--- src/rtl/uart_mf_pkg.sv ---
package uart_mf_pkg;

    localparam int UMF_DMAX = 9;
    localparam int UMF_IW   = $clog2(UMF_DMAX + 1);

    typedef struct packed {
        logic [UMF_IW-1:0] nbits;   // data bits per frame
        logic              par;     // parity slot present
        logic              early;   // event point is the ninth slot, not the stop bit
    } frame_cfg_t;

    typedef enum logic [2:0] {
        RX_IDLE, RX_START, RX_DATA, RX_PAR, RX_STOP
    } rx_state_t;

    typedef enum logic [2:0] {
        TX_IDLE, TX_START, TX_DATA, TX_PAR, TX_STOP
    } tx_state_t;

    function automatic frame_cfg_t decode_fmt(input logic [2:0] code);
        frame_cfg_t c;
        case (code)
            3'd0:    c = '{nbits: UMF_IW'(7), par: 1'b0, early: 1'b0};
            3'd1:    c = '{nbits: UMF_IW'(7), par: 1'b1, early: 1'b0};
            3'd3:    c = '{nbits: UMF_IW'(8), par: 1'b1, early: 1'b1};
            3'd4:    c = '{nbits: UMF_IW'(9), par: 1'b0, early: 1'b1};
            default: c = '{nbits: UMF_IW'(8), par: 1'b0, early: 1'b0};
        endcase
        return c;
    endfunction

endpackage

--- src/rtl/uart_mf_rx.sv ---
module uart_mf_rx
    import uart_mf_pkg::*;
#(
    parameter int OSR = 16
) (
    input  logic                clk,
    input  logic                rst_n,
    input  logic                tick,
    input  logic                line_in,
    input  logic [2:0]          fmt,
    input  logic                par_odd,
    input  logic                rd,
    output logic [UMF_DMAX-1:0] word,
    output logic                irq,
    output logic                fe,
    output logic                pe,
    output logic                oe
);

    localparam int CW = $clog2(OSR);
    localparam logic [CW-1:0] LAST_FULL = CW'(OSR - 1);
    localparam logic [CW-1:0] LAST_HALF = CW'(OSR / 2 - 1);

    rx_state_t           st, nxt;
    logic [CW-1:0]       cnt;
    logic [UMF_IW-1:0]   idx;
    logic [UMF_DMAX-1:0] shreg, word_now;
    frame_cfg_t          cfg;
    logic                podd_q;
    logic                s1, s2, s3;
    logic                fall, mid, last_data, par_bad, done_evt;
    logic                full, pend_pe;

    // two-stage synchronizer plus edge history
    always_ff @(posedge clk or negedge rst_n) begin
        if (!rst_n) begin
            s1 <= 1'b1;
            s2 <= 1'b1;
            s3 <= 1'b1;
        end else begin
            s1 <= line_in;
            s2 <= s1;
            s3 <= s2;
        end
    end

    always_comb begin
        fall      = s3 & ~s2;
        mid       = tick && ((st == RX_START) ? (cnt == LAST_HALF) : (cnt == LAST_FULL));
        last_data = (idx == cfg.nbits - UMF_IW'(1));
        word_now  = shreg;
        if (st == RX_DATA) word_now[idx] = s2;
        par_bad   = (^shreg) ^ s2 ^ podd_q;
        done_evt  = cfg.early
                  ? ((st == RX_DATA && mid && last_data && !cfg.par) || (st == RX_PAR && mid))
                  : (st == RX_STOP && mid);
        nxt = st;
        unique case (st)
            RX_IDLE:  if (fall) nxt = RX_START;
            RX_START: if (mid)  nxt = s2 ? RX_IDLE : RX_DATA;
            RX_DATA:  if (mid && last_data) nxt = cfg.par ? RX_PAR : RX_STOP;
            RX_PAR:   if (mid)  nxt = RX_STOP;
            RX_STOP:  if (mid)  nxt = RX_IDLE;
            default:            nxt = RX_IDLE;
        endcase
    end

    // state register and bit timing
    always_ff @(posedge clk or negedge rst_n) begin
        if (!rst_n) begin
            st     <= RX_IDLE;
            cnt    <= '0;
            idx    <= '0;
            shreg  <= '0;
            cfg    <= decode_fmt(3'd2);
            podd_q <= 1'b0;
        end else begin
            st <= nxt;
            if (st == RX_IDLE || mid) cnt <= '0;
            else if (tick)            cnt <= cnt + CW'(1);
            if (st != RX_DATA) idx <= '0;
            else if (mid)      idx <= idx + UMF_IW'(1);
            if (st == RX_IDLE && fall) begin
                cfg    <= decode_fmt(fmt);
                podd_q <= par_odd;
                shreg  <= '0;
            end else if (st == RX_DATA && mid) begin
                shreg[idx] <= s2;
            end
        end
    end

    // buffer, interrupt and flags
    always_ff @(posedge clk or negedge rst_n) begin
        if (!rst_n) begin
            word    <= '0;
            irq     <= 1'b0;
            full    <= 1'b0;
            fe      <= 1'b0;
            pe      <= 1'b0;
            oe      <= 1'b0;
            pend_pe <= 1'b0;
        end else begin
            irq <= done_evt;
            if (rd) begin
                full <= 1'b0;
                fe   <= 1'b0;
                pe   <= 1'b0;
                oe   <= 1'b0;
            end
            if (done_evt) begin
                if (full) oe <= 1'b1;
                else begin
                    word <= word_now;
                    full <= 1'b1;
                end
            end
            if (st == RX_IDLE && fall) pend_pe <= 1'b0;
            if (st == RX_PAR && mid && par_bad) begin
                if (cfg.early) pe <= 1'b1;
                else           pend_pe <= 1'b1;
            end
            if (st == RX_STOP && mid) begin
                if (!s2)     fe <= 1'b1;
                if (pend_pe) pe <= 1'b1;
            end
        end
    end

endmodule

--- src/rtl/uart_mf_tx.sv ---
module uart_mf_tx
    import uart_mf_pkg::*;
#(
    parameter int OSR = 16
) (
    input  logic                clk,
    input  logic                rst_n,
    input  logic                tick,
    input  logic [2:0]          fmt,
    input  logic                par_odd,
    input  logic [UMF_DMAX-1:0] din,
    input  logic                load,
    output logic                line_out,
    output logic                irq
);

    localparam int CW = $clog2(OSR);
    localparam logic [CW-1:0] LAST_FULL = CW'(OSR - 1);

    tx_state_t           st, nxt;
    logic [CW-1:0]       cnt;
    logic [UMF_IW-1:0]   idx;
    logic [UMF_DMAX-1:0] sh, ld_mask, ld_word;
    frame_cfg_t          cfg, ld_cfg;
    logic                pbit, bit_end, last_data, line_c;

    always_comb begin
        ld_cfg = decode_fmt(fmt);
        for (int i = 0; i < UMF_DMAX; i++) ld_mask[i] = (i < int'(ld_cfg.nbits));
        ld_word   = din & ld_mask;
        bit_end   = tick && (cnt == LAST_FULL);
        last_data = (idx == cfg.nbits - UMF_IW'(1));
        nxt = st;
        unique case (st)
            TX_IDLE:  if (load)    nxt = TX_START;
            TX_START: if (bit_end) nxt = TX_DATA;
            TX_DATA:  if (bit_end && last_data) nxt = cfg.par ? TX_PAR : TX_STOP;
            TX_PAR:   if (bit_end) nxt = TX_STOP;
            TX_STOP:  if (bit_end) nxt = TX_IDLE;
            default:               nxt = TX_IDLE;
        endcase
        unique case (st)
            TX_START: line_c = 1'b0;
            TX_DATA:  line_c = sh[idx];
            TX_PAR:   line_c = pbit;
            default:  line_c = 1'b1;
        endcase
    end

    // state register and bit timing
    always_ff @(posedge clk or negedge rst_n) begin
        if (!rst_n) begin
            st   <= TX_IDLE;
            cnt  <= '0;
            idx  <= '0;
            sh   <= '0;
            cfg  <= decode_fmt(3'd2);
            pbit <= 1'b0;
        end else begin
            st <= nxt;
            if (st == TX_IDLE || bit_end) cnt <= '0;
            else if (tick)                cnt <= cnt + CW'(1);
            if (st != TX_DATA) idx <= '0;
            else if (bit_end)  idx <= idx + UMF_IW'(1);
            if (st == TX_IDLE && load) begin
                cfg  <= ld_cfg;
                sh   <= ld_word;
                pbit <= (^ld_word) ^ par_odd;
            end
        end
    end

    // registered line and interrupt
    always_ff @(posedge clk or negedge rst_n) begin
        if (!rst_n) begin
            line_out <= 1'b1;
            irq      <= 1'b0;
        end else begin
            line_out <= line_c;
            irq      <= (st != TX_STOP) && (nxt == TX_STOP);
        end
    end

endmodule

--- src/rtl/uart_mf.sv ---
module uart_mf
    import uart_mf_pkg::*;
#(
    parameter int OSR = 16
) (
    input  logic                clk,
    input  logic                rst_n,
    input  logic                baud_tick,
    input  logic [2:0]          fmt,
    input  logic                par_odd,
    input  logic [UMF_DMAX-1:0] tx_data,
    input  logic                tx_load,
    output logic                tx_line,
    output logic                tx_irq,
    input  logic                rx_line,
    input  logic                rx_read,
    output logic [UMF_DMAX-1:0] rx_data,
    output logic                rx_irq,
    output logic                err_frame,
    output logic                err_parity,
    output logic                err_overrun
);

    uart_mf_tx #(.OSR(OSR)) u_tx (
        .clk      (clk),
        .rst_n    (rst_n),
        .tick     (baud_tick),
        .fmt      (fmt),
        .par_odd  (par_odd),
        .din      (tx_data),
        .load     (tx_load),
        .line_out (tx_line),
        .irq      (tx_irq)
    );

    uart_mf_rx #(.OSR(OSR)) u_rx (
        .clk     (clk),
        .rst_n   (rst_n),
        .tick    (baud_tick),
        .line_in (rx_line),
        .fmt     (fmt),
        .par_odd (par_odd),
        .rd      (rx_read),
        .word    (rx_data),
        .irq     (rx_irq),
        .fe      (err_frame),
        .pe      (err_parity),
        .oe      (err_overrun)
    );

endmodule

--- config.mk ---
export PLATFORM = sky130hd
export DESIGN_NAME = uart_mf
export DESIGN_NICKNAME = d
export VERILOG_FILES = /design/src/rtl/uart_mf_pkg.sv /design/src/rtl/uart_mf_rx.sv /design/src/rtl/uart_mf_tx.sv /design/src/rtl/uart_mf.sv
export SDC_FILE = /design/constraint.sdc
export NUM_CORES = 1
export LEC_CHECK = 0
export BUFFER_PORTS_ARGS = -buffer_cell sky130_fd_sc_hd__buf_2
export CAP_MARGIN = 0
export CORE_AREA = 2 2 88 90
export DETAILED_ROUTE_END_ITERATION = 8
export DIE_AREA = 0 0 90 92
export PLACE_DENSITY = 0.75
export SETUP_SLACK_MARGIN = 0.4
export SYNTH_ARGS = -nofsm -noshare
export SYNTH_HDL_FRONTEND = slang
export SYNTH_SLANG_ARGS = --single-unit
--- constraint.sdc ---
create_clock -name clk -period 1.8 [get_ports clk]
set_input_delay 0.18 -clock clk [delete_from_list [all_inputs] [get_ports clk]]
set_output_delay 0.18 -clock clk [all_outputs]
set_load 0.1 [all_outputs]
==> run_results.csv, run 1 <==
group,metric,value,unit
power_and_ir_drop,power_frac_seq,0.349,
power_and_ir_drop,ir_worst_vdd,0.7438,mV
synth,synth.net_count,408,
synth,yosysSeqAreaShare,0.4615,
layout,layout-area-overhead-vs-synth,37.67,%
global_route,grt_pass1_wl,15960,um
layout,net_count_reported_at_finish,495,
floorplan,fp.dieArea,8280,um2
synth,synth_area_per_cell,10.23,um2
routing,wl_per_cell,18.60,um
worst_setup_path,worstSetupStartpointType,"flip-flop",
synth,synth_area,3866,um2
sta,rsz0062_at_grt,"yes",
global_route,antenna_found_initial,0,
routing,dr_total_vias,3346,
power_and_ir_drop,p_leak,0.002384,uW
outcome,failed_checks,"negative setup slack",
global_route,grt_max_degree,72,
worst_setup_path,cp_top_family,"flip-flops",
sta,setup_ws,-0.08826,ns
global_route,grt_usage,0.2429,
floorplan,fp.coreArea,7447,um2
worst_setup_path,cp-end-kind,"flip-flop",
global_route,grt_remaining_overflow,0,
sta,setup_viol,10,
layout,num-fill-cells,498,
synth,post_synth_inst_count,378,
floorplan,io-pin-count,34,
worst_setup_path,startpoint_to_endpoint_class_of_the_critical_path,"reg -> reg",
floorplan,die_height,92,um
routing,drtAntennaViolNets,0,
sta,max_freq,529.6,MHz
routing,viasPerCell,5.850,
cts,tritoncts_clock_tree,"built",
cts,clk_pin_slew,0.08,ns
floorplan,start_util,0.5192,
routing,drc_errors,0,
layout,final_cell_mix,"dfrtp_1 (62), buf_4 (44), nand2_1 (37)",
floorplan,std_cell_rows,32,
worst_setup_path,crit_path_cell_trace,"inv_2, ha_4, xor2_1, nand4_1, o211ai_1, buf_4, nand2_8, mux2_4",
sta,worst_slew_margin_rel,0.6683,
routing,firstDrtPassIters,5,
worst_setup_path,required,2.04,ns
global_route,vias_in_the_first_global_route,3240,
synth,synthesis.yosys.warnings,0,
sta,finalMaxSlewViolations,0,
cts,cts_inserted_buffers,9,
cts,sink_count_of_the_clock_tree,71,
sta,final_period_minus_worst_setup_slack,1.888,ns
place,port_buffers,33,
worst_setup_path,worstPathMaxFanout,5,
layout,drive_above_1_share,0.4681,
power_and_ir_drop,comb_power_share,0.427,
job,drv.max_cap_violation_count,0,
place,pre_cts_setup_slack,-0.1939,ns
place,hpwl,5865,um
worst_hold_path,min-delay-path-class,"in -> reg",
sta,final-hold-violation-count,0,
power_and_ir_drop,internal-power,4340,uW
cts,clock_tree.buffer_depth,2,
sta,totalNegativeSetupSlack,-0.7453,ns
worst_setup_path,worst-path-buf-inv,2,
outcome,run_status,"finished with violations",
power_and_ir_drop,power.density_cell_area,1272,nW/um2
place,finalWeightedCongestion,0.8456,
power_and_ir_drop,sw_frac_of_total,0.3588,
routing,detailedRoute.firstIterationViolations,259,
floorplan,die_w,90,um
sta,timing_worst_slew_pin_value,0.5010,ns
sta,clk_skew,0.01681,ns
worst_setup_path,crit_path_max_cell_delay,0.37,ns
synth,synth.lib_cells_used.distinct,53,
sta,final_min_period_over_clock_period,1.049,
routing,detail_route.wirelength,10640,um
layout,most_common_library_cell_in_the_layout_ignoring_fill_and_taps,"dfrtp_1",
layout,diodes,0,
cts,clk_latency,0.36,ns
cts,cts-htree-levels,3,
sta,finalHoldWorstSlack,0.08480,ns
power_and_ir_drop,switching_power,2429,uW
cts,root_buffer,"clkbuf_8",
synth,synth-seq-cells,71,
power_and_ir_drop,clock_power_share,0.224,
worst_setup_path,worst_ep_arrival_time,2.13,ns
worst_setup_path,critPathSlowestCell,"dfrtp_1",
## layer usage
metal,vias up,GRT usage,part of all wire
li1,1488,-,-
met1,1658,0.3051,0.40
met2,167,0.4117,0.52
met3,33,0.04273,0.058
met4,0,0.1115,0.025
met5,-,0,0
## synthesized netlist by cell type, drive strengths merged
cell     instances  area [um2]
dfrtp           65        1627
nand2           43       163.9
o21ai           33       165.1
mux2            28       322.8
xnor2           27       236.5
nor2            21       78.83
a21oi           16       80.08
clkbuf          16       61.30
inv             14       52.55
xor2            12       105.1
ha              11       137.6
nor3            11       66.32
buf              6       45.04
dfstp            6       157.7
nand3            6       30.03
nand4            6       37.54
a21o             5       37.54
nand2b           5       31.28
nor2b            5       38.78
nor3b            5       37.54
a211oi           3       22.52
mux2i            3       30.03
nand3b           3       22.52
and4             2       17.52
mux4             2       45.04
nor4             2       12.51
o211ai           2       15.01
o22ai            2       12.51
or2              2       12.51
xnor3            2       45.04
a22o             1       8.760
a22oi            1       7.510
a32oi            1       8.760
and3             1       6.260
and3b            1       8.760
nor4b            1       8.760
o2111ai          1       8.760
o22a             1       8.760
o2bb2ai          1       8.760
o311a            1       10.01
o311ai           1       8.760
o31ai            1       7.510
o41ai            1       8.760
or3b             1       8.760
## worst reg2reg max path: cells and delay by family (launching register included)
family          cells  cell delay (ns)
buf+inv             2             0.27
fa+ha+maj           1             0.26
mux                 1             0.30
flops               1             0.37
simple gates        2             0.24
xor+xnor            1             0.15
compound gates      1             0.20
## state kept, by name, summed over array words and instances, names as in the netlist, 3 cells and up
signal	flops
u_tx.cnt	4
u_rx.idx	4
u_tx.st	3
u_tx.cfg	4
u_rx.st	3
u_rx.word	9
u_tx.idx	4
u_tx.sh	9
u_rx.shreg	9
u_rx.cnt	4
u_rx.cfg	5
## power groups by stage
| stage | combinational, uW | clock [uW] | sequential [uW] |
|---|---|---|---|
| 2_1_floorplan | 1350 | 0 | 2330 |
| 3_3_place_gp | 1730 | 0 | 2320 |
| 3_5_place_dp | 1810 | 0 | 2330 |
| 4_1_cts | 2320 | 1530 | 2320 |
| 5_1_grt | 3090 | 1590 | 2390 |
| 6_report | 2890 | 1520 | 2360 |
## cell type report
type	instances	area [um2]	area share
multi-input cells	272	2372	0.4457
inverters	14	52.55	0.009873
repair buffers	97	740.7	0.1392
clock inverters	4	76.32	0.01434
well taps	102	127.6	0.02398
flip-flops and latches	71	1788	0.3359
clock buffers	12	165.2	0.03103
## through the flow
step | total power (uW) | util | area (um2) | instances
floorplan | 3680 | - | 3940 | 378
global placement | 4041 | 0.5806 | 4324 | 519
detailed placement | 4140 | 0.5806 | 4324 | 519
CTS | 6168 | 0.6742 | 5021 | 559
global route | 7067 | 0.7147 | 5323 | 572
finish | 6769 | 0.7147 | 5323 | 572
## what timing repair did
item / 4_1_cts / 5_1_grt
resized for setup: 65 / 45
cloned: 1 / 1
endpoints found under the setup margin: 56 / 57
hold buffers: 3 / 0
endpoints found under the hold margin: 67 / 0
setup buffers: 20 / 12
pin swaps: 29 / 25
## cell families after synthesis
kind of cell | share of synthesized area
AO/OA/AOI/OAI | 0.1084
XOR/XNOR | 0.1000
adder cells (fa/ha/maj) | 0.03560
buffers and inverters | 0.04110
flip-flops | 0.4615
multiplexers | 0.1029
AND/OR/NAND/NOR | 0.1505
## final timing paths
kind	startpoint	to	slack [ns]	cells past startpoint
worst min register to register	u_rx.s1	u_rx.s2	0.36	0
worst max register to register	u_rx.cfg[4]	u_rx.word[8]	-0.09	8
worst min-delay path	tx_data[5]	u_tx.sh[5]	0.08	2
min in group asynchronous	rst_n	u_rx.word[3]	0.37	3
max in group asynchronous	rst_n	u_rx.s1	1.07	3
worst max-delay path	u_rx.cfg[4]	u_rx.word[8]	-0.09	8
Power figures use the tool's default switching activity.
==> run 2: changes to the inputs <==
- CORE_AREA: 2 2 88 90 -> 2 2 84 86
- DIE_AREA: 0 0 90 92 -> 0 0 86 88
- PLACE_DENSITY: 0.75 -> 0.78
- clock period: 1.8 -> 2.1 ns (I/O delays scaled with it)
==> run_results.csv, run 2 (synthesis gave the netlist of run 1 again) <==
group,metric,value,unit
layout,post_layout_nonfiller_instances,518,
layout,reg_top3,"u_rx.shreg (9), u_rx.word (9), u_tx.sh (9)",
worst_hold_path,min-delay-path-class,"in -> reg",
worst_setup_path,reg2reg_depth,8,
routing,firstDrtPassIters,5,
routing,drtAntennaViolNets,0,
worst_setup_path,reg2reg_slack,0.19,ns
sta,worst_slew_margin_rel,0.5493,
worst_hold_path,worst_hold_path_startpoint,"rx_read",
sta,finalHoldWorstSlack,0.06754,ns
power_and_ir_drop,p_leak,0.002120,uW
worst_setup_path,crit_path_max_cell_delay,0.38,ns
worst_setup_path,crit_top_cell,"buf_4",
routing,drc_errors,0,
layout,layout-area-overhead-vs-synth,20.81,%
worst_setup_path,worst_ep_arrival_time,2.14,ns
floorplan,start_util,0.5819,
floorplan,io-pin-count,34,
worst_setup_path,startpoint_to_endpoint_class_of_the_critical_path,"reg -> reg",
cts,clk_pin_slew,0.07,ns
sta,final-hold-violation-count,0,
cts,cts_inserted_buffers,9,
worst_setup_path,worstSetupStartpointType,"flip-flop",
power_and_ir_drop,internal-power,3082,uW
outcome,run_status,"completed",
global_route,grt_remaining_overflow,0,
global_route,antenna_found_initial,0,
power_and_ir_drop,switching_power,1723,uW
cts,tritoncts_clock_tree,"built",
worst_setup_path,cp-end-kind,"flip-flop",
place,place_inst,487,
floorplan,die_height,88,um
layout,utilization,0.7030,
sta,clk_skew,0.01380,ns
place,pre_cts_setup_slack,0.01827,ns
worst_setup_path,worstReg2RegStart,"u_rx.cfg[2]",
worst_setup_path,crit_path_cell_trace,"buf_4, ha_2, xor2_1, nand4_1, o211ai_1, buf_4, nand2_4, mux2_4",
cts,cts-htree-levels,3,
sta,finalMaxSlewViolations,0,
worst_setup_path,crit_path_end,"u_rx.word[5]",
worst_setup_path,required,2.33,ns
power_and_ir_drop,ir_worst_vdd,0.5742,mV
cts,clock_tree.buffer_depth,2,
sta,final_min_period_over_clock_period,0.9090,
worst_setup_path,worstPathMaxFanout,5,
power_and_ir_drop,comb_power_share,0.376,
worst_setup_path,r2r-end,"u_rx.word[5]",
layout,drive_above_1_share,0.3265,
cts,clk_latency,0.35,ns
layout,net_count_reported_at_finish,463,
floorplan,die_w,86,um
global_route,grt_usage,0.2341,
layout,num-fill-cells,462,
place,port_buffers,33,
routing,detail_route.wirelength,8476,um
routing,detailedRoute.firstIterationViolations,304,
worst_setup_path,cp_top_family,"flip-flops",
sta,max_freq,523.9,MHz
floorplan,fp.coreArea,6644,um2
sta,setup_viol,0,
cts,root_buffer,"clkbuf_8",
sta,final_period_minus_worst_setup_slack,1.909,ns
job,drv.max_cap_violation_count,0,
cts,sink_count_of_the_clock_tree,71,
worst_setup_path,critPathSlowestCell,"dfrtp_1",
power_and_ir_drop,power_frac_seq,0.419,
global_route,vias_in_the_first_global_route,2931,
worst_setup_path,critical_path_cell_count,8,
routing,dr_total_vias,2964,
routing,wl_per_cell,16.36,um
floorplan,std_cell_rows,30,
power_and_ir_drop,sw_frac_of_total,0.3586,
global_route,grt_pass1_wl,13860,um
layout,most_common_library_cell_in_the_layout_ignoring_fill_and_taps,"dfrtp_1",
place,hpwl,5677,um
worst_setup_path,worst-path-buf-inv,2,
power_and_ir_drop,power.density_cell_area,1029,nW/um2
layout,final_cell_mix,"dfrtp_1 (64), nand2_1 (41), buf_2 (33)",
global_route,grt_max_degree,30,
place,finalWeightedCongestion,0.8666,
layout,diodes,0,
sta,totalNegativeSetupSlack,0,ns
sta,timing_worst_slew_pin_value,0.6760,ns
routing,viasPerCell,5.722,
sta,rsz0062_at_grt,"yes",
floorplan,fp.dieArea,7568,um2
power_and_ir_drop,clock_power_share,0.205,
sta,setup_ws,0.1911,ns
worst_setup_path,worst_setup_path_startpoint,"u_rx.cfg[2]",
[run 2: area by class of cell]
class	instances	area, um2	area share
clock inverter	1	5.005	0.001072
tap	80	100.1	0.02143
sequential	71	1785	0.3823
clock buffer	15	166.4	0.03563
multi-input combinational	272	2131	0.4562
timing repair buffer	65	430.4	0.09215
inverter	14	52.55	0.01125
[run 2: metal layers]
| metal | track usage | routed length, um | vias to the layer above |
|---|---|---|---|
| li1 | - | - | 1415 |
| met1 | 0.3329 | 3895 | 1464 |
| met2 | 0.3650 | 4078 | 71 |
| met3 | 0.04807 | 365 | 14 |
| met4 | 0.07071 | 137 | 0 |
| met5 | 0 | 0 | - |
[run 2: timing repair]
action | in CTS | in global routing
pin swaps | 8 | 12
hold buffers | 2 | 0
setup buffers | 7 | 5
resized for setup | 22 | 26
gates cloned | 1 | 0
setup endpoints to repair | 33 | 36
endpoints found under the hold margin | 24 | 0
[run 2: how the worst min path moves through the flow]
stage	to	slack, ns	depth (start not counted)
final	u_rx.full	0.07	2
after global routing	u_rx.full	0.07	2
after CTS	u_rx.full	0.06	2
after detailed placement	u_tx.idx[0]	0.28	1
after global placement	u_tx.idx[0]	0.27	1
after floorplan	u_rx.cfg[0]	-0.09	0
[run 2: through the flow]
stage	power, uW	area [um2]
after floorplan	3103	3891
after detailed placement	3470	4188
final	4805	4671
after global placement	3390	4188
after global routing	5099	4671
after CTS	4573	4532
[run 2: power groups by stage]
stage / registers [uW] / clock network (uW) / logic [uW]
6_report: 2010 / 983 / 1810
5_1_grt: 2040 / 1070 / 1990
4_1_cts: 1990 / 996 / 1590
3_5_place_dp: 2020 / 0 / 1450
3_3_place_gp: 1990 / 0 / 1400
2_1_floorplan: 1990 / 0 / 1110
==> run 3: changes to the inputs <==
- ABC_AREA: not set -> 1
- CORE_AREA: 2 2 84 86 -> 2 2 85 87
- DIE_AREA: 0 0 86 88 -> 0 0 87 89
- PLACE_DENSITY: 0.78 -> 0.77
==> run_results.csv, run 3 <==
group,metric,value,unit
floorplan,io-pin-count,34,
place,pre_cts_setup_slack,0.2744,ns
power_and_ir_drop,comb_power_share,0.386,
sta,rsz0062_at_grt,"yes",
synth,synthDominantAreaCellType,"dfrtp_1",
cts,root_buffer,"clkbuf_8",
floorplan,die_height,89,um
power_and_ir_drop,sw_frac_of_total,0.3984,
power_and_ir_drop,power_frac_seq,0.375,
synth,post_synth_inst_count,502,
cts,cts-htree-levels,3,
floorplan,start_util,0.5821,
synth,synthTopCellsByArea,"dfrtp_1 (42%), nand2_1 (13%), o21ai_0 (6.5%)",
outcome,run_status,"completed",
synth,synth-seq-cells,71,
global_route,grt_pass1_wl,14580,um
global_route,grt_remaining_overflow,0,
routing,dr_total_vias,3533,
floorplan,fp.dieArea,7743,um2
synth,synth.net_count,532,
sta,clk_skew,0.009159,ns
sta,final_period_minus_worst_setup_slack,1.704,ns
power_and_ir_drop,ir_worst_vdd,0.6492,mV
floorplan,die_w,87,um
synth,yosysSeqAreaShare,0.4562,
worst_hold_path,min-delay-path-class,"in -> reg",
power_and_ir_drop,p_leak,0.002286,uW
layout,final_cell_mix,"nand2_1 (128), dfrtp_1 (62), inv_1 (59)",
sta,setup_ws,0.3955,ns
sta,timing_worst_slew_pin_value,0.5118,ns
synth,synth_enable_flop_cells,0,
layout,diodes,0,
global_route,antenna_found_initial,0,
synth,synth.lib_cells_used.distinct,34,
sta,max_freq,586.7,MHz
worst_setup_path,worst_ep_arrival_time,1.99,ns
worst_setup_path,required,2.39,ns
layout,most_common_library_cell_in_the_layout_ignoring_fill_and_taps,"nand2_1",
worst_setup_path,worstPathMaxFanout,5,
floorplan,fp.coreArea,6719,um2
layout,reg_top3,"u_rx.shreg (9), u_rx.word (9), u_tx.sh (9)",
synth,synthMostInstantiatedCell,"nand2_1",
cts,tritoncts_clock_tree,"built",
sta,totalNegativeSetupSlack,0,ns
routing,firstDrtPassIters,5,
global_route,grt_max_degree,51,
global_route,grt_usage,0.2412,
sta,worst_slew_margin_rel,0.6588,
sta,finalHoldWorstSlack,0.02727,ns
synth,async_flop_share,1.000,
cts,clock_tree.buffer_depth,2,
power_and_ir_drop,internal-power,3141,uW
routing,wl_per_cell,14.10,um
synth,synth_area_per_cell,7.791,um2
routing,detail_route.wirelength,8954,um
sta,setup_viol,0,
sta,final_min_period_over_clock_period,0.8117,
floorplan,std_cell_rows,30,
synth,synthDominantCellAreaShare,0.4159,
power_and_ir_drop,report.power.total,5222,uW
cts,clk_pin_slew,0.08,ns
synth,synth_flop_cell,"dfrtp_1",
synth,synthesis.yosys.warnings,0,
layout,net_count_reported_at_finish,580,
place,hpwl,6250,um
worst_setup_path,cp-end-kind,"flip-flop",
sta,final-hold-violation-count,0,
routing,viasPerCell,5.564,
place,finalWeightedCongestion,0.8826,
synth,synth_commonest_cells,"nand2_1 (131), dfrtp_1 (65), inv_1 (64)",
cts,clk_latency,0.35,ns
cts,cts_inserted_buffers,9,
job,drv.max_cap_violation_count,0,
sta,finalMaxSlewViolations,0,
cts,sink_count_of_the_clock_tree,71,
worst_setup_path,worstSetupStartpointType,"flip-flop",
global_route,vias_in_the_first_global_route,3229,
power_and_ir_drop,power.density_cell_area,1132,nW/um2
place,port_buffers,33,
power_and_ir_drop,clock_power_share,0.239,
layout,utilization,0.6866,
synth,synth_area,3911,um2
power_and_ir_drop,switching_power,2081,uW
layout,drive_above_1_share,0.1910,
routing,drc_errors,0,
routing,detailedRoute.firstIterationViolations,329,
routing,drtAntennaViolNets,0,
layout,layout-area-overhead-vs-synth,17.95,%
worst_setup_path,startpoint_to_endpoint_class_of_the_critical_path,"reg -> reg",
[run 3: changes by cell type after synthesis, moves of 6 or more]
cell | previous run | this run
clkbuf_1 | 15 | 5
inv_1 | 14 | 64
mux2_2 | 24 | 0
nand2_1 | 42 | 131
nand3_1 | 6 | 42
nand4_1 | 6 | 14
o21ai_0 | 30 | 51
o22ai_1 | 2 | 8
xnor2_1 | 27 | 10
[run 3: worst paths after layout]
path	slack, ns	cells after the start	to	from
worst max register to register	0.40	12	u_rx.word[5]	u_rx.cfg[2]
worst min register to register	0.36	0	u_rx.s2	u_rx.s1
worst min-delay path	0.03	2	u_rx.full	rx_read
max in group asynchronous	1.04	3	u_tx.cfg[5]	rst_n
min in group asynchronous	0.36	2	u_rx.cnt[3]	rst_n
worst max-delay path	0.40	12	u_rx.word[5]	u_rx.cfg[2]
[run 3: stage by stage]
step | std cells | cell area, um2
after floorplan | 502 | 3911
after global placement | 608 | 4163
after detailed placement | 608 | 4163
after CTS | 628 | 4453
after global routing | 635 | 4613
final | 635 | 4613
[run 3: cells by family after synthesis]
family,after synthesis,synth area share
compound gates,86,0.1180
xor+xnor,18,0.04031
fa+ha+maj,11,0.03519
buf+inv,83,0.08637
flops,71,0.4562
simple gates,233,0.2639
[run 3: repair_timing]
| action | in CTS | in global routing |
|---|---|---|
| gates cloned | 1 | 2 |
| gates resized for setup | 6 | 28 |
| pin swaps | 2 | 6 |
| endpoints found under the hold margin | 18 | 0 |
| buffers inserted | 1 | 5 |
| setup endpoints to repair | 14 | 35 |
| hold buffers | 2 | 0 |
[run 3: critical path: stages, from the launching register on]
cell	delay (ns)
dfrtp_1	0.39
buf_4	0.14
ha_2	0.18
inv_1	0.05
nand2_1	0.04
nand2_1	0.07
nand3_1	0.08
nor2_2	0.12
nand3_2	0.10
nand2_4	0.13
clkbuf_16	0.16
nand4_1	0.08
nand2_1	0.10
[run 3: per-layer routing]
metal / track usage / up-vias / routed length [um]
li1: - / 1736 / -
met1: 0.3037 / 1662 / 3801
met2: 0.4046 / 114 / 4486
met3: 0.04709 / 21 / 441
met4: 0.1094 / 0 / 225
met5: 0 / - / 0
[run 3: cell type report]
cell class              instances  area, um2
clock buffers                  10      137.6
flip-flops and latches         71       1788
multi-input cells             350       1904
well taps                      80      100.1
repair buffers                 49      327.8
fillers                       542       2106
clock inverters                 6      92.59
inverters                      69      262.8
[run 3: power groups by stage]
| stage | Combinational, uW | Clock [uW] | Sequential [uW] |
|---|---|---|---|
| after global placement | 1630 | 0 | 1960 |
| after CTS | 1760 | 1260 | 1950 |
| final | 2010 | 1250 | 1960 |
| after global routing | 2250 | 1320 | 2000 |
| after detailed placement | 1690 | 0 | 1970 |
| after floorplan | 1160 | 0 | 2130 |
